--- src/rtl/eep_pkg.sv ---
`timescale 1ns/1ps
package eep_pkg;
  localparam int BLK_W  = 2;
  localparam int ADDR_W = 8 + BLK_W;
  localparam logic [3:0] DEV_TYPE = 4'b1010;

  typedef enum logic [2:0] {
    ST_IDLE,
    ST_DEV,
    ST_WORD,
    ST_WRITE,
    ST_READ
  } eep_state_e;
endpackage

--- src/rtl/eep_bus_sync.sv ---
`timescale 1ns/1ps
module eep_bus_sync #(
  parameter int STAGES = 2
) (
  input  logic clk,
  input  logic rst_n,
  input  logic scl_i,
  input  logic sda_i,
  output logic sda_s,
  output logic scl_rise,
  output logic scl_fall,
  output logic start_det,
  output logic stop_det
);
  logic [STAGES-1:0] scl_sh, sda_sh;
  logic scl_q, sda_q, scl_s;

  always_ff @(posedge clk) begin
    if (!rst_n) begin
      scl_sh <= '1;
      sda_sh <= '1;
      scl_q  <= 1'b1;
      sda_q  <= 1'b1;
    end else begin
      scl_sh <= {scl_sh[STAGES-2:0], scl_i};
      sda_sh <= {sda_sh[STAGES-2:0], sda_i};
      scl_q  <= scl_s;
      sda_q  <= sda_s;
    end
  end

  assign scl_s     = scl_sh[STAGES-1];
  assign sda_s     = sda_sh[STAGES-1];
  assign scl_rise  = scl_s & ~scl_q;
  assign scl_fall  = ~scl_s & scl_q;
  assign start_det = scl_s & scl_q & sda_q & ~sda_s;
  assign stop_det  = scl_s & scl_q & ~sda_q & sda_s;
endmodule

--- src/rtl/eep_addr_ctr.sv ---
`timescale 1ns/1ps
module eep_addr_ctr #(
  parameter int AW        = 10,
  parameter int PAGE_BITS = 4
) (
  input  logic          clk,
  input  logic          rst_n,
  input  logic          load,
  input  logic [AW-1:0] load_val,
  input  logic          inc_full,
  input  logic          inc_page,
  output logic [AW-1:0] cnt
);
  logic [PAGE_BITS-1:0] page_off;
  assign page_off = cnt[PAGE_BITS-1:0] + 1'b1;

  always_ff @(posedge clk) begin
    if (!rst_n)        cnt <= '0;
    else if (load)     cnt <= load_val;
    else if (inc_full) cnt <= cnt + 1'b1;
    else if (inc_page) cnt <= {cnt[AW-1:PAGE_BITS], page_off};
  end
endmodule

--- src/rtl/eep_i2c_slave.sv ---
`timescale 1ns/1ps
module eep_i2c_slave
  import eep_pkg::*;
#(
  parameter int PAGE_BITS   = 4,
  parameter int SYNC_STAGES = 2
) (
  input  logic              clk,
  input  logic              rst_n,
  input  logic              scl_i,
  input  logic              sda_i,
  output logic              sda_pull,
  input  logic              strap_a2,
  output logic              rd_en,
  output logic [ADDR_W-1:0] rd_addr,
  input  logic [7:0]        rd_data,
  output logic              wr_valid,
  input  logic              wr_ready,
  output logic [ADDR_W-1:0] wr_addr,
  output logic [7:0]        wr_data,
  output logic              wr_commit,
  input  logic              prog_busy
);
  logic sda_s, scl_rise, scl_fall, start_det, stop_det;

  eep_bus_sync #(.STAGES(SYNC_STAGES)) u_sync (
    .clk(clk), .rst_n(rst_n), .scl_i(scl_i), .sda_i(sda_i),
    .sda_s(sda_s), .scl_rise(scl_rise), .scl_fall(scl_fall),
    .start_det(start_det), .stop_det(stop_det)
  );

  eep_state_e         state, nxt;
  logic [3:0]         bitcnt;
  logic [7:0]         shreg;
  logic               in_ack, mack, wrote, ld_q;
  logic [BLK_W-1:0]   blk;
  logic [ADDR_W-1:0]  cnt;

  logic rx_state, byte_done, ack_end, sel_ok, req_free, take_data, fetch, ctr_load;

  always_comb begin
    rx_state  = (state == ST_DEV) || (state == ST_WORD) || (state == ST_WRITE);
    byte_done = rx_state && scl_fall && (bitcnt == 4'd8) && !in_ack;
    ack_end   = rx_state && scl_fall && in_ack;
    sel_ok    = (shreg[7:4] == DEV_TYPE) && (shreg[3] == strap_a2) && !prog_busy;
    req_free  = !wr_valid || wr_ready;
    take_data = byte_done && (state == ST_WRITE) && req_free && !prog_busy;
    ctr_load  = byte_done && (state == ST_WORD) && !prog_busy;
    fetch     = (ack_end && (nxt == ST_READ)) ||
                ((state == ST_READ) && scl_fall && (bitcnt == 4'd8) && mack);
  end

  eep_addr_ctr #(.AW(ADDR_W), .PAGE_BITS(PAGE_BITS)) u_ctr (
    .clk(clk), .rst_n(rst_n), .load(ctr_load), .load_val({blk, shreg}),
    .inc_full(fetch), .inc_page(take_data), .cnt(cnt)
  );

  always_ff @(posedge clk) begin
    if (!rst_n) begin
      state     <= ST_IDLE;
      nxt       <= ST_IDLE;
      bitcnt    <= '0;
      shreg     <= '0;
      in_ack    <= 1'b0;
      mack      <= 1'b0;
      wrote     <= 1'b0;
      ld_q      <= 1'b0;
      blk       <= '0;
      sda_pull  <= 1'b0;
      rd_en     <= 1'b0;
      rd_addr   <= '0;
      wr_valid  <= 1'b0;
      wr_addr   <= '0;
      wr_data   <= '0;
      wr_commit <= 1'b0;
    end else begin
      rd_en     <= fetch;
      ld_q      <= rd_en;
      wr_commit <= 1'b0;
      if (fetch) rd_addr <= cnt;
      if (wr_valid && wr_ready) wr_valid <= 1'b0;
      if (take_data) begin
        wr_valid <= 1'b1;
        wr_addr  <= cnt;
        wr_data  <= shreg;
        wrote    <= 1'b1;
      end

      if (stop_det) begin
        state     <= ST_IDLE;
        sda_pull  <= 1'b0;
        in_ack    <= 1'b0;
        wr_commit <= wrote;
        wrote     <= 1'b0;
      end else if (start_det) begin
        state    <= ST_DEV;
        bitcnt   <= '0;
        in_ack   <= 1'b0;
        sda_pull <= 1'b0;
      end else begin
        case (state)
          ST_DEV, ST_WORD, ST_WRITE: begin
            if (scl_rise && bitcnt < 4'd8) begin
              shreg  <= {shreg[6:0], sda_s};
              bitcnt <= bitcnt + 1'b1;
            end
            if (byte_done) begin
              case (state)
                ST_DEV: begin
                  if (sel_ok) begin
                    sda_pull <= 1'b1;
                    in_ack   <= 1'b1;
                    blk      <= shreg[2:1];
                    nxt      <= shreg[0] ? ST_READ : ST_WORD;
                  end else begin
                    state <= ST_IDLE;
                  end
                end
                ST_WORD: begin
                  if (prog_busy) state <= ST_IDLE;
                  else begin
                    sda_pull <= 1'b1;
                    in_ack   <= 1'b1;
                    nxt      <= ST_WRITE;
                  end
                end
                default: begin
                  sda_pull <= take_data;
                  in_ack   <= 1'b1;
                  nxt      <= ST_WRITE;
                end
              endcase
            end
            if (ack_end) begin
              sda_pull <= 1'b0;
              in_ack   <= 1'b0;
              bitcnt   <= '0;
              state    <= nxt;
            end
          end
          ST_READ: begin
            if (ld_q) begin
              shreg    <= rd_data;
              sda_pull <= ~rd_data[7];
            end else if (scl_fall && bitcnt < 4'd7) begin
              shreg    <= {shreg[6:0], 1'b0};
              sda_pull <= ~shreg[6];
              bitcnt   <= bitcnt + 1'b1;
            end else if (scl_fall && bitcnt == 4'd7) begin
              sda_pull <= 1'b0;
              bitcnt   <= 4'd8;
            end else if (scl_fall && bitcnt == 4'd8) begin
              if (mack) bitcnt <= '0;
              else      state  <= ST_IDLE;
            end
            if (scl_rise && bitcnt == 4'd8) mack <= ~sda_s;
          end
          default: ;
        endcase
      end
    end
  end
endmodule

--- config.mk ---
export PLATFORM = sky130hd
export DESIGN_NAME = eep_i2c_slave
export DESIGN_NICKNAME = d
export VERILOG_FILES = /design/src/rtl/eep_pkg.sv /design/src/rtl/eep_bus_sync.sv /design/src/rtl/eep_addr_ctr.sv /design/src/rtl/eep_i2c_slave.sv
export SDC_FILE = /design/constraint.sdc
export NUM_CORES = 1
export LEC_CHECK = 0
export BUFFER_PORTS_ARGS = -buffer_cell sky130_fd_sc_hd__buf_2
export CAP_MARGIN = 10
export CORE_MARGIN = 2
export CORE_UTILIZATION = 31
export DETAILED_ROUTE_END_ITERATION = 10
export PLACE_DENSITY_LB_ADDON = 0.25
export SLEW_MARGIN = 20
export SYNTH_ARGS = -nofsm -noshare
export SYNTH_HDL_FRONTEND = slang
export SYNTH_SLANG_ARGS = --single-unit
--- constraint.sdc ---
create_clock -name clk -period 3.8 [get_ports clk]
set_input_delay 0 -clock clk [delete_from_list [all_inputs] [get_ports clk]]
set_output_delay 0 -clock clk [all_outputs]
set_load 0.01 [all_outputs]
* Word-level counts from Yosys, hierarchy flattened *
Cells that the tools add are included.

operators by class
  reduce and logical (&&, ||, !) cells = 47
  muxes and demuxes = 46
  add/subtract/negate cells = 3
  magnitude comparators = 2
  equal/unequal tests = 39
  bitwise logic cells = 16

operators by type and width
  kind                   number
  $mux 3                 12
  $mux 4                 9
  $ne 4x4->1 const B     7
  $mux 8                 3
  $logic_and 1x1->1      21
  $ne 3x3->1 const B     7
  $mux 10                2
  $reduce_and 10->1      2
  $pmux 3 s2             3
  $reduce_and 6->1       3
  $pmux 8 s2             1
  $ne 5x5->1 const B     3
  $ne 2x2->1 const B     7
  $mux 1                 12
  $add 10x1->10 const B  1
  $reduce_and 5->1       2
  $not 1->1              9
  $add 4x1->4 const B    2
  $eq 4x4->1 const B     2
  $pmux 4 s2             1
  $reduce_and 4->1       2
  $reduce_bool 2->1      4
  $and 1x1->1            7
  $eq 3x2->1 const B     2
  18 further kinds       29

storage, ports and cells
  word-level logic and storage cells = 176
  flip-flop bits (word level) = 72
  input port bits = 15

* Longest topological paths before layout *
  depth after elaboration = 13
  depth in mapped cells = 10
  depth with buffers taken out = 7

* Modules after synthesis *
Synthesis repeated with hierarchy kept, for this count alone.

second synthesis, totals
  cells, all modules = 398
  area total of the unflattened synthesis = 3,527.1 um^2

by module, submodules not included
  module         sequential area each (um^2)  cells an instance  times used  area an instance (um^2)
  eep_i2c_slave  1,121.1                      302                1           2,691.3
  eep_addr_ctr   200.2                        80                 1           645.6
  eep_bus_sync   120.1                        16                 1           190.2

* Least setup slack after synthesis *
Ideal clock, no wire load.

  path type = flip-flop to flip-flop
  from = register bitcnt[0]
  to = register state[0]
  period minus slack after synthesis = 1,908 ps
  cell stages (with the launch flop) = 9
  arrival = 1,772 ps
  data required time = 3,665 ps
  slack = 1,892 ps
  setup time = 135 ps
  path buffers = 1
  cells stage by stage = dfxtp_1 inv_1 ha_1 and3b_1 buf_2 nand2_1 or4_4 a221oi_2 a221oi_2

between the ends
  word-level cells in the longest chain between the ends = 5

RTL lines
  item                                                RTL line              source
  start: declaration                                  eep_i2c_slave.sv:33   logic [3:0] bitcnt;
  start signal: assignment                            eep_i2c_slave.sv:105  bitcnt <= bitcnt + 1'b1;
  start signal: assignment                            eep_i2c_slave.sv:148  bitcnt <= bitcnt + 1'b1;
  branches (longest 4 deep; another with $lt 4x3->1)  --
  $reduce_and 10->1 (no line) (*)                     --
  end signal: assignment                              eep_i2c_slave.sv:138  state <= nxt;
  end: declaration                                    eep_i2c_slave.sv:32   eep_state_e state, nxt;

Every way passes the cells marked *.
A chain may end at the register's enable or synchronous reset.

* Worst setup path in the final report *
  from = register u_sync.scl_sh[1]
  to = register u_ctr.cnt[0]

between the ends
  word-level cells in the longest chain between the ends = 9

RTL lines
  item                            RTL line                                  source
  start: declaration              eep_bus_sync.sv:15                        logic [STAGES-1:0] scl_sh, sda_sh;
  start signal: assignment        eep_bus_sync.sv:25                        scl_sh <= {scl_sh[STAGES-2:0], scl_i};
  $not 1->1 (*)                   eep_bus_sync.sv:35                        assign scl_fall = ~scl_s & scl_q;
  $and 1x1->1 (*)                 eep_bus_sync.sv:35
  $logic_and 1x1->1               eep_i2c_slave.sv:43, eep_i2c_slave.sv:44
  $logic_and 1x1->1 (2 in a row)  eep_i2c_slave.sv:43                       byte_done = rx_state && scl_fall && (bitcnt == 4'd8) && !in_ack;
  $logic_and 1x1->1 (3 in a row)  eep_i2c_slave.sv:47                       take_data = byte_done && (state == ST_WRITE) && req_free && !prog_busy;
  $reduce_bool 3->1 (no line)     --
  end signal: assignment          eep_addr_ctr.sv:19                        else if (load) cnt <= load_val;
  end signal: assignment          eep_addr_ctr.sv:20                        else if (inc_full) cnt <= cnt + 1'b1;
  end signal: assignment          eep_addr_ctr.sv:21                        else if (inc_page) cnt <= {cnt[AW-1:PAGE_BITS], page_off};
  end: declaration                eep_addr_ctr.sv:12                        output logic [AW-1:0] cnt

Mark *: on every way between the ends. The rest lies on a longest branch, timed or not. The select of a mux whose other input is x is not followed.

==> qor.csv <==
metric;value;unit
power.density;357;nW/um2
arrival;2550;ps
whs;13.5;ps
synth_compound_area_frac;0.191;
muxShareOfSynthArea;0.0847;
hold_class;input port to flip-flop;
cp_slowest_cell;dfxtp_1;
antenna_left;0;
area_growth;15.0;%
mostFrequentLayoutCell;dfxtp_1;
sequentialPowerShare;0.545;
clk_pin_slew;80;ps
endpoint;u_ctr.cnt[0];
drt_iter0_markers;172;
ios;47;
preCtsSetupSlack;1520;ps
worst_pin_slew;764;ps
instances_no_fill;576;
portBuffers;46;
root_buffer;clkbuf_8;
utilization;0.365;
wl_per_cell;15.1;um
rows;38;
start_util;0.318;
synthCells;393;
startpoint_type;flip-flop;
ys_seq_elements;72;
max-cap-violations;0;
cts_num_sinks;72;
max_freq;435;MHz
nets;449;
fin_tns_setup;0;ps
drc;0;
total_power;1.41;mW
synthArstFlopShare;0;
grt_max_degree;47;
grt_util_all_layers;0.153;
slew_violations;0;
setup_ws;1500;ps
netlist_area;3440;um2
clock_path_buffers;2;
cts_tree;done;
dp_cells;555;
grt_pass1_vias;2792;
cp_slowest_stage_delay;580;ps
clock_skew;9.38;ps
path_cells;and3b_1, nand4_1, nand2_1, o311a_1, a32o_1;
hpwl;6160;um
comb_power_share;0.054;
syn_nets;411;
status;completed;
r2r_start;u_sync.scl_sh[1];
rr_endpoint;u_ctr.cnt[0];
design_area;3960;um2
syn-mean-instance-area;8.76;um2
worst_skew_pair.late_latency;350;ps
dr_total_vias;2924;
critPathMaxFanout;17;
final_cell_mix;dfxtp_1 (72), nand2_1 (51), buf_2 (46);
finalWirelength;8680;um
synth_xor_area_frac;0.0127;
rrSetupSlack;1500;ps
power.leakage;1.60;nW
finalCritPeriodShare;0.605;
htree_num_levels;3;
placed_cell_area;3730;um2
synth-warning-count;0;
grt-ovfl-total;0;
hold_violations;0;
viasPerCell;5.08;
switchingPower;0.350;mW
grt_pass1_wl;14000;um
clkPwrFrac;0.402;
final.min_clock_period;2300;ps
die_h;109;um
vdd_drop_max;0.173;mV
crit_start;u_sync.scl_sh[1];
die_w;109;um
synth-edff-count;0;
p_sw_frac;0.247;
die-area;12000;um2
cts_inserted_buffers;9;
cp.required;4050;ps
maxSlewHeadroom;0.490;
synthAdderAreaFrac;0.0109;
place_congestion;0.890;
min_from;rd_data[1];
drive_gt1_frac;0.174;
end_kind;flip-flop;
synth_top_family_by_area;simple AND/OR/NAND/NOR gates;
ys_types;66;
num_antenna_cells;0;
internal_power;1.06;mW
antenna_found_initial;0;
setup_viol;0;
core_area;10800;um2
synthSimpleGateAreaFrac;0.233;
synthFlopType;dfxtp_1;
crit_type;flip-flop to flip-flop;
ff2ff_path_depth;5;
seq_area_frac_synth;0.419;
firstDrtPassIters;4;
rsz0062_at_grt;no;
-- worst min-delay path by stage --
stage	cells after the start	slack (ps)	to
floorplan	1	100	u_sync.scl_sh[0]
global placement	2	180	u_sync.sda_sh[0]
detailed placement	2	180	u_sync.scl_sh[0]
CTS	3	0.3	shreg[1]
global route	3	20	shreg[6]
finish	3	10	shreg[1]
-- cell usage after synthesis (3+ instances only) --
cell type	count	area, um2
o21ai_1	3	15.0
and3_1	3	18.8
inv_1	10	37.5
nor2b_1	3	18.8
a31oi_1	5	31.3
o21a_1	3	22.5
xnor2_1	4	35.0
nand3_1	9	45.0
dfxtp_1	72	1440
and3b_1	3	26.3
nand2b_1	9	56.3
a21oi_1	34	170
mux2i_1	28	280
a21o_1	3	22.5
nor3_1	9	45.0
clkbuf_1	10	37.5
a311oi_1	10	87.6
nand2_1	51	191
buf_2	12	60.1
or3_1	3	18.8
nor2_1	38	143
a211oi_1	5	37.5
nand4_1	6	37.5
o21ai_0	7	35.0
ha_1	3	37.5
-- sequential cells by signal (all words and copies together) (netlist names), 3 cells and up --
register and flops:
u_ctr.cnt 10, wr_addr 10, state 3, nxt 3, bitcnt 4, wr_data 8, rd_addr 10, shreg 8
-- routing by layer --
| layer | wire length, um | track usage | vias up |
|---|---|---|---|
| met2 | 3640 | 0.217 | 73 |
| met1 | 4370 | 0.215 | 1345 |
| met4 | 261 | 0.0805 | 0 |
| met5 | 0 | 0 | - |
| li1 | - | - | 1488 |
| met3 | 412 | 0.0308 | 18 |
-- worst max-delay path: cells and delay by family, from the launching register on --
family | cells | cell delay [ps]
flip-flops | 1 | 580
AO/OA/AOI/OAI | 2 | 660
AND/OR/NAND/NOR | 3 | 960
-- what timing repair did --
item,CTS,global route
hold endpoints to repair,5,0
setup endpoints to repair,0,0
setup buffers,0,0
resized for setup,0,0
hold buffers,5,0
-- cell families (layout without fill, tap and decap cells) --
family	Yosys count	after routing
simple gates	154	154
compound gates	94	94
flops	72	72
buf+inv	36	79
mux	29	29
xor+xnor	5	5
fa+ha+maj	3	3
-- cell type report --
| type | count | area, um2 |
|---|---|---|
| Clock buffer | 12 | 155 |
| Sequential cell | 72 | 1440 |
| Inverter | 11 | 41.3 |
| Timing Repair Buffer | 52 | 288 |
| Tap cell | 140 | 175 |
| Fill cell | 1131 | 6880 |
| Clock inverter | 4 | 27.5 |
| Multi-Input combinational cell | 285 | 1830 |
-- power by group through the flow --
stage               registers, mW  clock network (mW)  logic [mW]
floorplan                   0.781                   0      0.0595
CTS                         0.770               0.590      0.0761
global route                0.771               0.611      0.0852
global placement            0.787                   0      0.0714
detailed placement          0.788                   0      0.0724
finish                      0.770               0.568      0.0757
No activity file was read; power rests on OpenSTA's default activity.
